===== src/rtl/xop_pkg.sv =====
package xop_pkg;

  // Which rule selects the eligible inputs in the current cycle.
  typedef enum logic [1:0] {
    PH_OPEN   = 2'd0,  // any valid input may contend
    PH_ENCODE = 2'd1,  // a frozen collision set is being drained
    PH_HOLD   = 2'd2   // a reserved multi-flit packet owns the path
  } phase_e;

endpackage


===== src/rtl/xop_rr_arb.sv =====
module xop_rr_arb #(
  parameter int N_REQ = 5
) (
  input  logic             clk,
  input  logic             rst_n,
  input  logic [N_REQ-1:0] req,
  output logic [N_REQ-1:0] gnt
);
  localparam int IDX_W = (N_REQ > 1) ? $clog2(N_REQ) : 1;
  localparam logic [IDX_W-1:0] LAST_IDX = IDX_W'(N_REQ - 1);

  logic [IDX_W-1:0] ptr_q;
  logic [IDX_W-1:0] win;
  logic             found;

  always_comb begin
    gnt   = '0;
    win   = '0;
    found = 1'b0;
    for (int k = 0; k < N_REQ; k++) begin
      logic [IDX_W-1:0] j;
      j = IDX_W'((int'(ptr_q) + k) % N_REQ);
      if (!found && req[j]) begin
        found  = 1'b1;
        gnt[j] = 1'b1;
        win    = j;
      end
    end
  end

  always_ff @(posedge clk or negedge rst_n) begin
    if (!rst_n) begin
      ptr_q <= '0;
    end else if (found) begin
      ptr_q <= (win == LAST_IDX) ? '0 : win + 1'b1;
    end
  end


  gnt_onehot_chk: assert property (@(posedge clk) disable iff (!rst_n)
    $onehot0(gnt));


  gnt_when_req_chk: assert property (@(posedge clk) disable iff (!rst_n)
    (req != '0) |-> (gnt != '0) && ((gnt & ~req) == '0));

endmodule


===== src/rtl/xop_xor_fabric.sv =====
module xop_xor_fabric #(
  parameter int N_SRC  = 5,
  parameter int DATA_W = 64
) (
  input  logic [N_SRC-1:0]             sel,
  input  logic [N_SRC-1:0][DATA_W-1:0] src,
  output logic [DATA_W-1:0]            xo,
  output logic                         any
);
  always_comb begin
    xo = '0;
    for (int i = 0; i < N_SRC; i++) begin
      if (sel[i]) xo = xo ^ src[i];
    end
  end

  assign any = |sel;

endmodule


===== src/rtl/xop_episode_ctrl.sv =====
module xop_episode_ctrl
  import xop_pkg::*;
#(
  parameter int N_IN = 5
) (
  input  logic            clk,
  input  logic            rst_n,
  input  logic [N_IN-1:0] in_valid,
  input  logic [N_IN-1:0] in_last,
  input  logic [N_IN-1:0] gnt,
  output logic [N_IN-1:0] elig,
  output logic [N_IN-1:0] pend,
  output logic [N_IN-1:0] hold,
  output logic            multi
);
  localparam logic [N_IN-1:0] ONE = N_IN'(1);

  logic [N_IN-1:0] pend_q, hold_q;
  logic [N_IN-1:0] owner;
  phase_e          ph;

  assign owner = hold_q & (~hold_q + ONE);

  always_comb begin
    if (pend_q != '0)      ph = PH_ENCODE;
    else if (hold_q != '0) ph = PH_HOLD;
    else                   ph = PH_OPEN;
  end

  always_comb begin
    unique case (ph)
      PH_ENCODE: elig = pend_q & in_valid;
      PH_HOLD:   elig = owner & in_valid;
      default:   elig = in_valid;
    endcase
  end

  assign multi = ($countones(elig) > 1);

  always_ff @(posedge clk or negedge rst_n) begin
    if (!rst_n) begin
      pend_q <= '0;
      hold_q <= '0;
    end else begin
      pend_q <= multi ? (elig & ~gnt) : '0;
      hold_q <= (hold_q & ~(gnt & in_last)) | (gnt & ~in_last);
    end
  end

  assign pend = pend_q;
  assign hold = hold_q;


  frozen_set_chk: assert property (@(posedge clk) disable iff (!rst_n)
    ($past(pend_q) != '0) |-> ((pend_q & ~$past(pend_q)) == '0));


  winner_leaves_chk: assert property (@(posedge clk) disable iff (!rst_n)
    (pend_q != '0) |=> ((pend_q & $past(gnt)) == '0));

endmodule


===== src/rtl/xop_out_port.sv =====
module xop_out_port #(
  parameter int N_IN   = 5,
  parameter int DATA_W = 64
) (
  input  logic                        clk,
  input  logic                        rst_n,
  input  logic [N_IN-1:0]             in_valid,
  input  logic [N_IN-1:0][DATA_W-1:0] in_data,
  input  logic [N_IN-1:0]             in_last,
  output logic [N_IN-1:0]             in_ready,
  output logic                        out_valid,
  output logic [DATA_W-1:0]           out_data,
  output logic                        out_enc
);
  logic [N_IN-1:0]   elig, gnt, pend, hold;
  logic              multi, any;
  logic [DATA_W-1:0] xo;

  xop_episode_ctrl #(.N_IN(N_IN)) ctrl_i (
    .clk(clk), .rst_n(rst_n), .in_valid(in_valid), .in_last(in_last),
    .gnt(gnt), .elig(elig), .pend(pend), .hold(hold), .multi(multi)
  );

  xop_rr_arb #(.N_REQ(N_IN)) arb_i (
    .clk(clk), .rst_n(rst_n), .req(elig), .gnt(gnt)
  );

  xop_xor_fabric #(.N_SRC(N_IN), .DATA_W(DATA_W)) fab_i (
    .sel(elig), .src(in_data), .xo(xo), .any(any)
  );

  assign in_ready = gnt;

  always_ff @(posedge clk or negedge rst_n) begin
    if (!rst_n) begin
      out_valid <= 1'b0;
      out_enc   <= 1'b0;
      out_data  <= '0;
    end else begin
      out_valid <= any;
      out_enc   <= multi;
      out_data  <= xo;
    end
  end


  ready_needs_valid_chk: assert property (@(posedge clk) disable iff (!rst_n)
    (in_ready & ~in_valid) == '0);


  enc_implies_valid_chk: assert property (@(posedge clk) disable iff (!rst_n)
    out_enc |-> out_valid);


  no_gap_after_enc_chk: assert property (@(posedge clk) disable iff (!rst_n)
    out_enc |=> out_valid);


  hold_exclusive_chk: assert property (@(posedge clk) disable iff (!rst_n)
    ((pend == '0) && (hold != '0)) |-> ((in_ready & ~hold) == '0));

endmodule


===== config.mk =====
export PLATFORM = sky130hd
export DESIGN_NAME = xop_out_port
export DESIGN_NICKNAME = d
export VERILOG_FILES = /design/src/rtl/xop_pkg.sv /design/src/rtl/xop_rr_arb.sv /design/src/rtl/xop_xor_fabric.sv /design/src/rtl/xop_episode_ctrl.sv /design/src/rtl/xop_out_port.sv
export SDC_FILE = /design/constraint.sdc
export NUM_CORES = 1
export LEC_CHECK = 0
export ABC_AREA = 1
export BUFFER_PORTS_ARGS = -buffer_cell sky130_fd_sc_hd__buf_2
export CAP_MARGIN = 20
export CORE_MARGIN = 3
export CORE_UTILIZATION = 47
export CTS_BUF_LIST = sky130_fd_sc_hd__clkbuf_4 sky130_fd_sc_hd__clkbuf_8 sky130_fd_sc_hd__clkbuf_16
export CTS_CLUSTER_SIZE = 24
export DETAILED_ROUTE_END_ITERATION = 7
export GPL_ROUTABILITY_DRIVEN = 0
export PLACE_DENSITY = 0.75
export SYNTH_ARGS = -nofsm -noshare
export SYNTH_HDL_FRONTEND = slang
export SYNTH_HIERARCHICAL = 1
export SYNTH_SLANG_ARGS = --single-unit

===== constraint.sdc =====
create_clock -name clk -period 4.01 [get_ports clk]
set_input_delay 0.802 -clock clk [delete_from_list [all_inputs] [get_ports clk]]
set_output_delay 0.802 -clock clk [all_outputs]
set_load 0.05 [all_outputs]

==> flow_summary.toml, run 1 <==
[status]
status = "finished, violations left"
violations = "negative setup slack"

[setup_path]
r2r_slack_ps = 20
worstRegToRegCells = 30
cp.arrival_ps = 3840
max_stage_delay_ps = 430
r2r-start = "arb_i/ptr_q[0]$_DFFE_PN0P_"
crit_chain = "inv_4 > ha_4 > inv_4 > ha_4 > inv_4 > ha_4 > nor2_4 > nand2_2 > nand2_2 > xor2_2 > ha_2 > inv_2 > o21ai_4 > nand3_2 > nand2_4 > inv_4 > nor2_4 > nand2_2 > nor2_4 > nor2_4 > inv_2 > nand4_1 > o211ai_1 > buf_4"
crit_type = "reg -> out"
crit_path_start_kind = "flip-flop"
endpoint_kind = "primary output"
rr_endpoint = "arb_i/ptr_q[2]$_DFFE_PN0P_"
crit_slowest_cell = "dfrtp_2"
cp_top_family = "simple AND/OR/NAND/NOR gates"
critical_path_buf_inv_count = 7
crit_required_ps = 3210
cp_max_fo = 3

[cells_and_area]
fillers = 2209
layout_common_cells = "nand2_1 (1,199), buf_2 (396), nand3_1 (275)"
fin_util = 0.634
drive_gt1_frac = 0.244
final_nets = 2932
areaGrowthSynthToFinish_pct = 30.6
finalNonFillerCells = 2901
final_common_cell = "nand2_1"

[yosys]
synth_cell_types = 38
yosys.area_share.simple = 0.594
synth_xor_xnor_area_share = 0.0528
synth_top_area_cell = "nand2_1"
synth_area_leaders = "nand2_1 (41%), dfrtp_1 (18%), nand3_1 (13%), inv_1 (8.8%), xnor2_1 (5.0%)"
yosysSeqAreaShare = 0.178
yosysTopAreaCellShare = 0.409
synthMuxAreaShare = 0
yosys_warnings = 6
synth_top_family_by_area = "simple AND/OR/NAND/NOR gates"
synth_edf_count = 0
synthArstFlopShare = 1.00
synth_cells = 2128
ys_ff_latch = 79
synth_area_per_cell_um2 = 5.22
synthesis.area_um2 = 11100
synth_compound_area_frac = 0.0279
syn_nets = 2485
synth_adder_area_share = 0.0288
synth_flop_cell = "dfrtp_1"

[clock_network]
cts_buffers = 9
htree_levels = 3
clk_path_buf_depth = 2
root_buffer = "clkbuf_16"
cts_num_sinks = 79
clk_pin_slew_ps = 70
cts_tree = "done"
cts_hold_buf = 0
clkLatencyLatePin_ps = 350

[global_routing]
antenna_found_initial = 12
grt_usage = 0.298
grt_max_degree = 75
grt_pass1_wl_um = 63300
grt_overflow = 0
grt_pass1_vias = 13500

[timing]
finalHoldViolCount = 0
final-setup-viol-count = 5
tightest_slew_ps = 920
rsz0062_at_grt = "true"
max_freq_mhz = 216
setup_slack_ps = -628
finalMaxSlewViolations = 0
finalClockSkew_ps = 10.9
post-route-period-util = 1.16
slew_headroom = 0.386
period_needed_ps = 4640

[floorplan]
start_util = 0.485
rows = 55
coreArea_um2 = 22900
dieWidth_um = 160
die_area_um2 = 25500
num_io_pins = 403
die_height_um = 160

[placement]
place_inst = 2855
place_hpwl_um = 31100
pre_cts_ws_ps = -280
portBuffers = 402

[detailed_routing]
vias = 14700
wl_per_cell_um = 13.8
routed_wl_um = 40100
drt_first_pass_iters = 6
drc = 0
first_iter_violations = 1235
via_per_inst = 5.07
antenna_left = 0

[flow_run]
maxCapViolCount = 0

[min_path]
worstHoldPathCells = 2
hp-class = "reg -> reg"
-- cells by family (layout without fill, tap and decap cells) --
kind of cell / after synthesis / after routing
adder cells (fa/ha/maj): 25 / 25
flip-flops: 79 / 79
AO/OA/AOI/OAI: 46 / 46
other: 0 / 9
buffers and inverters: 321 / 772
AND/OR/NAND/NOR: 1590 / 1590
XOR/XNOR: 67 / 67
-- layer usage --
layer | track usage | up-vias | share of wire
met4 | 0.142 | 10 | 0.048
met1 | 0.339 | 6501 | 0.39
met5 | 0 | - | 0.0018
met3 | 0.0812 | 134 | 0.092
met2 | 0.519 | 618 | 0.47
li1 | - | 7437 | -
-- flip-flops by register name, indices dropped and copies added, names as in the netlist, named ones only --
signal       cells
arb_i/ptr_q      3
ctrl_i/pend      5
out_data        64
out_valid        1
out_enc          1
-- worst max path at each step --
| stage | from | endpoint | slack [ps] | depth (start not counted) |
|---|---|---|---|---|
| floorplan | arb_i/ptr_q[0]$_DFFE_PN0P_ | in_ready[1] | -520 | 24 |
| global placement | arb_i/ptr_q[0]$_DFFE_PN0P_ | in_ready[1] | -150 | 24 |
| detailed placement | arb_i/ptr_q[1]$_DFFE_PN0P_ | in_ready[1] | -280 | 24 |
| CTS | arb_i/ptr_q[1]$_DFFE_PN0P_ | in_ready[1] | -450 | 22 |
| global route | arb_i/ptr_q[0]$_DFFE_PN0P_ | in_ready[1] | -840 | 24 |
| finish | arb_i/ptr_q[0]$_DFFE_PN0P_ | in_ready[1] | -630 | 24 |
-- Yosys cell counts (all sizes together), types with 6 or more instances --
cell,count
nand3,294
xnor2,64
ha,24
dfrtp,79
o21ai,20
a21oi,12
nor3,6
nor2,43
nand4,11
nand2,1232
buf,49
inv,270
-- metrics by stage --
stage	area, um^2	hold WS (ps)	TNS (ps)
floorplan	11200	453	-1460
global placement	13800	473	-493
finish	14500	513	-2960
CTS	14400	523	-3680
global route	14500	550	-4640
detailed placement	13800	508	-1120
-- worst reg2reg max path: cells and delay by family (launching register included) --
kind	cells	cell delay, ps
xor gates and xnor gates	1	160
DFF	1	430
buffers and inverters	7	580
AOI/OAI and AO/OA	3	460
adders and majority gates	5	960
and+or+nand+nor	14	1330
-- repair_timing --
item / 4_1_cts / 5_1_grt
endpoints found under the setup margin: 5 / 10
gates cloned: 0 / 0
hold endpoints to repair: 0 / 0
buffers inserted: 22 / 14
pin swaps: 24 / 24
gates resized for setup: 29 / 34
-- layout make-up --
type / instances / area (um^2) / area share
Multi-Input combinational cell: 1728 / 8110 / 0.559
Clock buffer: 10 / 233 / 0.0160
Sequential cell: 79 / 1980 / 0.136
Inverter: 270 / 1030 / 0.0710
Tap cell: 313 / 392 / 0.0270
Antenna cell: 9 / 22.5 / 0.00155
Timing Repair Buffer: 487 / 2690 / 0.185
Clock inverter: 5 / 58.8 / 0.00405
Power of run 1 is left out: the tool's default activity adds up to more than one toggle a clock period on the data nets, which glitch-free logic cannot reach.
==> run 2: changes to the inputs <==
--- a/config.mk
+++ b/config.mk
@@ -8,13 +8,14 @@
 export ABC_AREA = 1
 export BUFFER_PORTS_ARGS = -buffer_cell sky130_fd_sc_hd__buf_2
 export CAP_MARGIN = 20
-export CORE_MARGIN = 3
-export CORE_UTILIZATION = 47
+export CORE_AREA = 3 3 155 157
 export CTS_BUF_LIST = sky130_fd_sc_hd__clkbuf_4 sky130_fd_sc_hd__clkbuf_8 sky130_fd_sc_hd__clkbuf_16
 export CTS_CLUSTER_SIZE = 24
 export DETAILED_ROUTE_END_ITERATION = 7
+export DIE_AREA = 0 0 158 160
 export GPL_ROUTABILITY_DRIVEN = 0
-export PLACE_DENSITY = 0.75
+export MAX_ROUTING_LAYER = met4
+export PLACE_DENSITY = 0.74
 export SYNTH_ARGS = -nofsm -noshare
 export SYNTH_HDL_FRONTEND = slang
 export SYNTH_HIERARCHICAL = 1
==> constraint.sdc (replaced) <==
create_clock -name clk -period 4.95 [get_ports clk]
set_input_delay 0.99 -clock clk [delete_from_list [all_inputs] [get_ports clk]]
set_output_delay 0.99 -clock clk [all_outputs]
set_load 0.05 [all_outputs]
==> run 2 against run 1 <==
  * Global-route usage increased by 1.1 points
  * Highest routed layer is now met4
  * Largest cell class unchanged
  * Via count down 1.3%
  * The flow now finishes without violations
  * Final cell count is 2.6% lower
==> flow_summary.toml, run 2 (synthesis gave the netlist of run 1 again) <==
[status]
status = "complete, no violations"

[placement]
place_hpwl_um = 31300
pre_cts_ws_ps = 70.2
portBuffers = 402
dpl_cell_area_um2 = 13300

[floorplan]
num_io_pins = 403
die_area_um2 = 25300
dieWidth_um = 158
start_util = 0.491
rows = 55
die_height_um = 160
coreArea_um2 = 22600

[cells_and_area]
regMostFlops = "out_data"
largest_reg_flops = 64
drive_gt1_frac = 0.226
final_nets = 2881
layout_common_cells = "nand2_1 (1,197), buf_2 (396), nand3_1 (278)"
areaGrowthSynthToFinish_pct = 26.6
final_common_cell = "nand2_1"
final_cell_area_um2 = 14100

[setup_path]
crit_slowest_cell = "dfrtp_2"
rr_endpoint = "arb_i/ptr_q[2]$_DFFE_PN0P_"
max_stage_delay_ps = 410
r2r-start = "arb_i/ptr_q[1]$_DFFE_PN0P_"
cp_max_fo = 6
cp_top_family = "simple AND/OR/NAND/NOR gates"
worstRegToRegCells = 31
crit_type = "reg -> out"
critical_path_buf_inv_count = 6
crit_top_cell = "nand2_2"
r2r_slack_ps = 730
worst-path-stages = 25
cp.arrival_ps = 3950
endpoint_kind = "primary output"
crit_path_start_kind = "flip-flop"
crit_required_ps = 3960

[timing]
slew_headroom = 0.384
finalClockSkew_ps = 11.8
fin_tns_setup_ps = 0
finalHoldViolCount = 0
period_needed_ps = 4940
holdWs_ps = 509
rsz0062_at_grt = "true"
finalMaxSlewViolations = 0
final-setup-viol-count = 0
max_freq_mhz = 203
setup_slack_ps = 13.2
tightest_slew_ps = 924
post-route-period-util = 0.997

[detailed_routing]
via_per_inst = 5.13
drc = 0
highest_layer = "met4"
antenna_left = 0
wl_met3_um = 3580
wl_per_cell_um = 14.4
first_iter_violations = 914
wl_met1_um = 15300
routed_wl_um = 40600
wl_met2_um = 19600
vias = 14500
drt_first_pass_iters = 6

[global_routing]
grt_pass1_wl_um = 61800
grt_max_degree = 86
grt_usage = 0.309
antenna_found_initial = 13
grt_overflow = 0
grt_pass1_vias = 13300

[clock_network]
htree_levels = 3
clk_pin_slew_ps = 60
cts_buffers = 9
clkLatencyLatePin_ps = 350
cts_tree = "done"
clk_path_buf_depth = 2
cts_num_sinks = 79
root_buffer = "clkbuf_16"

[min_path]
hp-class = "reg -> reg"
worstHoldPathCells = 2

[flow_run]
maxCapViolCount = 0
[run 2: worst max path at each step]
stage / startpoint / end
global route: arb_i/ptr_q[1]$_DFFE_PN0P_ / in_ready[3]
floorplan: arb_i/ptr_q[0]$_DFFE_PN0P_ / in_ready[1]
detailed placement: arb_i/ptr_q[1]$_DFFE_PN0P_ / in_ready[1]
finish: arb_i/ptr_q[1]$_DFFE_PN0P_ / in_ready[3]
CTS: arb_i/ptr_q[1]$_DFFE_PN0P_ / in_ready[1]
global placement: arb_i/ptr_q[1]$_DFFE_PN0P_ / in_ready[1]
[run 2: cell type report]
type / instances / area, um^2
Antenna cell: 13 / 32.5
Clock buffer: 10 / 233
Clock inverter: 6 / 109
Fill cell: 2261 / 8560
Inverter: 270 / 1020
Multi-Input combinational cell: 1728 / 8050
Sequential cell: 79 / 1980
Tap cell: 285 / 357
Timing Repair Buffer: 436 / 2300
[run 2: per-stage QoR]
stage,cells,util
final,2827,0.622
after global routing,2827,0.622
after CTS,2796,0.607
after detailed placement,2777,0.588
after global placement,2777,0.588
after floorplan,2128,-
[run 2: tightest hold or removal path: cells and delay by family (launching register included)]
family          cells  cell delay (ps)
flops               1              350
compound gates      1               70
simple gates        1               50
[run 2: timing repair]
| action | 4_1_cts | 5_1_grt |
|---|---|---|
| pin swaps | 5 | 22 |
| endpoints found under the setup margin | 5 | 5 |
| resized for setup | 19 | 48 |
| buffers inserted | 3 | 18 |
| hold buffers | 0 | 0 |
[run 2: routing by layer]
metal	vias to the layer above	global-route usage
li1	7339	-
met1	6427	0.334
met3	124	0.0640
met2	625	0.529
met4	0	0.162
met5	-	-
Power of run 2 is left out for the same reason.
==> run 3: changes to the inputs <==
==> constraint.sdc (replaced) <==
create_clock -name clk -period 4.95 [get_ports clk]
set_input_delay 0.7425 -clock clk [delete_from_list [all_inputs] [get_ports clk]]
set_output_delay 0.7425 -clock clk [all_outputs]
set_load 0.05 [all_outputs]
==> run 3 against run 2 <==
  * Clock skew rose by 4.5 ps
  * Via count decreased by 2.4%
  * Sequential share of layout area is 0.20 points higher
==> flow_summary.toml, run 3 (synthesis gave the netlist of run 1 again) <==
[cells_and_area]
finalNonFillerCells = 2827
final_common_cell = "nand2_1"
fillers = 2236
regMostFlops = "out_data"
layout_common_cells = "nand2_1 (1,208), buf_2 (397), nand3_1 (279)"
fin_util = 0.613
final_nets = 2872
largest_reg_flops = 64
drive_gt1_frac = 0.214
final_cell_area_um2 = 13900
areaGrowthSynthToFinish_pct = 24.8

[clock_network]
cts_num_sinks = 79
root_buffer = "clkbuf_16"
clk_pin_slew_ps = 70
cts_tree = "done"
cts_buffers = 9
cts_hold_buf = 0
htree_levels = 3
clk_path_buf_depth = 2
clkLatencyLatePin_ps = 350

[timing]
final-setup-viol-count = 0
post-route-period-util = 0.950
finalMaxSlewViolations = 0
max_freq_mhz = 213
slew_headroom = 0.405
fin_tns_setup_ps = 0
finalClockSkew_ps = 16.3
finalHoldViolCount = 0
tightest_slew_ps = 892
period_needed_ps = 4700
holdWs_ps = 440

[setup_path]
worstRegToRegCells = 30
crit_required_ps = 4210
crit_type = "reg -> out"
critical_path_buf_inv_count = 5
r2r-start = "arb_i/ptr_q[0]$_DFFE_PN0P_"
crit_top_cell = "nand2_1"
cp_max_fo = 7
endpoint_kind = "primary output"
r2r_slack_ps = 940
crit_slowest_cell = "dfrtp_2"
cp_top_family = "simple AND/OR/NAND/NOR gates"
max_stage_delay_ps = 420
cp.arrival_ps = 3960
crit_chain = "inv_2 > buf_6 > ha_2 > nand2_1 > nand3_2 > xor2_2 > inv_1 > ha_1 > o211ai_2 > inv_2 > nand2_2 > nand2_1 > o21ai_1 > nor2_1 > nand2_1 > nand2_1 > nor2_2 > nand3_2 > nor2_2 > nand2_1 > nand3_1 > nor2_1 > o31ai_2 > buf_4"
crit_path_start_kind = "flip-flop"
rr_endpoint = "arb_i/ptr_q[2]$_DFFE_PN0P_"
crit_start = "arb_i/ptr_q[1]$_DFFE_PN0P_"

[floorplan]
num_io_pins = 403
dieWidth_um = 158
coreArea_um2 = 22600
die_height_um = 160
rows = 55
start_util = 0.491
die_area_um2 = 25300

[detailed_routing]
drc = 0
drt_first_pass_iters = 6
antenna_left = 0
via_per_inst = 5.01
first_iter_violations = 685
vias = 14200
wl_per_cell_um = 13.7
routed_wl_um = 38800

[power]
power.density_nw_per_um2 = 874
power.leakage_nw = 9.12
peakVddDrop_v = 0.000614

[placement]
portBuffers = 402
place_inst = 2777
dpl_cell_area_um2 = 13300
place_hpwl_um = 30400

[global_routing]
grt_pass1_vias = 13100
grt_overflow = 0
antenna_found_initial = 22
grt_max_degree = 80
grt_usage = 0.300
grt_pass1_wl_um = 60100

[status]
status = "complete, no violations"

[flow_run]
maxCapViolCount = 0

[min_path]
hp-class = "in -> async"
run 3: changes by cell type in the layout (fill, tap and decap cells not counted), sizes merged:
cell and change:
buf -9, clkinv -2, diode +11
run 3: layout make-up:
cell class                      instances  area (um^2)  share of cell area
Antenna cell                           24         60.1             0.00433
Clock buffer                           10          239              0.0172
Clock inverter                          4         95.1             0.00685
Inverter                              270         1020              0.0734
Multi-Input combinational cell       1728         7920               0.570
Sequential cell                        79         1980               0.143
Tap cell                              285          357              0.0257
Timing Repair Buffer                  427         2220               0.160
run 3: worst reg2reg max path: cells and delay by family, from the launching register on:
kind / cells / cell delay (ps)
and+or+nand+nor: 15 / 1530
adders and majority gates: 5 / 1010
buffers and inverters: 7 / 530
DFF: 1 / 390
AOI/OAI and AO/OA: 2 / 250
xor gates and xnor gates: 1 / 190
run 3: repair_timing:
item,CTS,global route
hold endpoints to repair,0,0
endpoints found under the setup margin,4,5
pin swaps,0,11
buffers inserted,0,12
resized for setup,3,29
run 3: report_power, final:
group / leakage [nW] / total (mW) / switching (mW) / internal [mW]
registers: 1.01 / 1.08 / 0.0990 / 0.978
logic: 7.95 / 10.3 / 7.14 / 3.12
clock network: 0.165 / 0.794 / 0.293 / 0.501
total: 9.12 / 12.1 / 7.53 / 4.60
run 3: how the worst max path moves through the flow:
stage	end	slack (ps)	depth (start not counted)
global placement	in_ready[1]	490	24
finish	in_ready[3]	250	24
detailed placement	in_ready[2]	290	24
floorplan	in_ready[2]	170	24
CTS	in_ready[2]	2	24
global route	in_ready[0]	-50	22
run 3: through the flow:
step | power (mW) | worst slack [ps]
6_report | 12.1 | 250
3_3_place_gp | 10.6 | 485
5_1_grt | 13.5 | -46.7
4_1_cts | 11.7 | 2.14
3_5_place_dp | 10.9 | 286
2_1_floorplan | 8.87 | 171
run 3: metal layers:
metal	GRT usage	share of wire	vias up
met5	-	0	-
met1	0.321	0.39	6258
met3	0.0659	0.082	76
met2	0.523	0.50	505
li1	-	-	7323
met4	0.142	0.034	0
(Power assumes the default switching activity.)
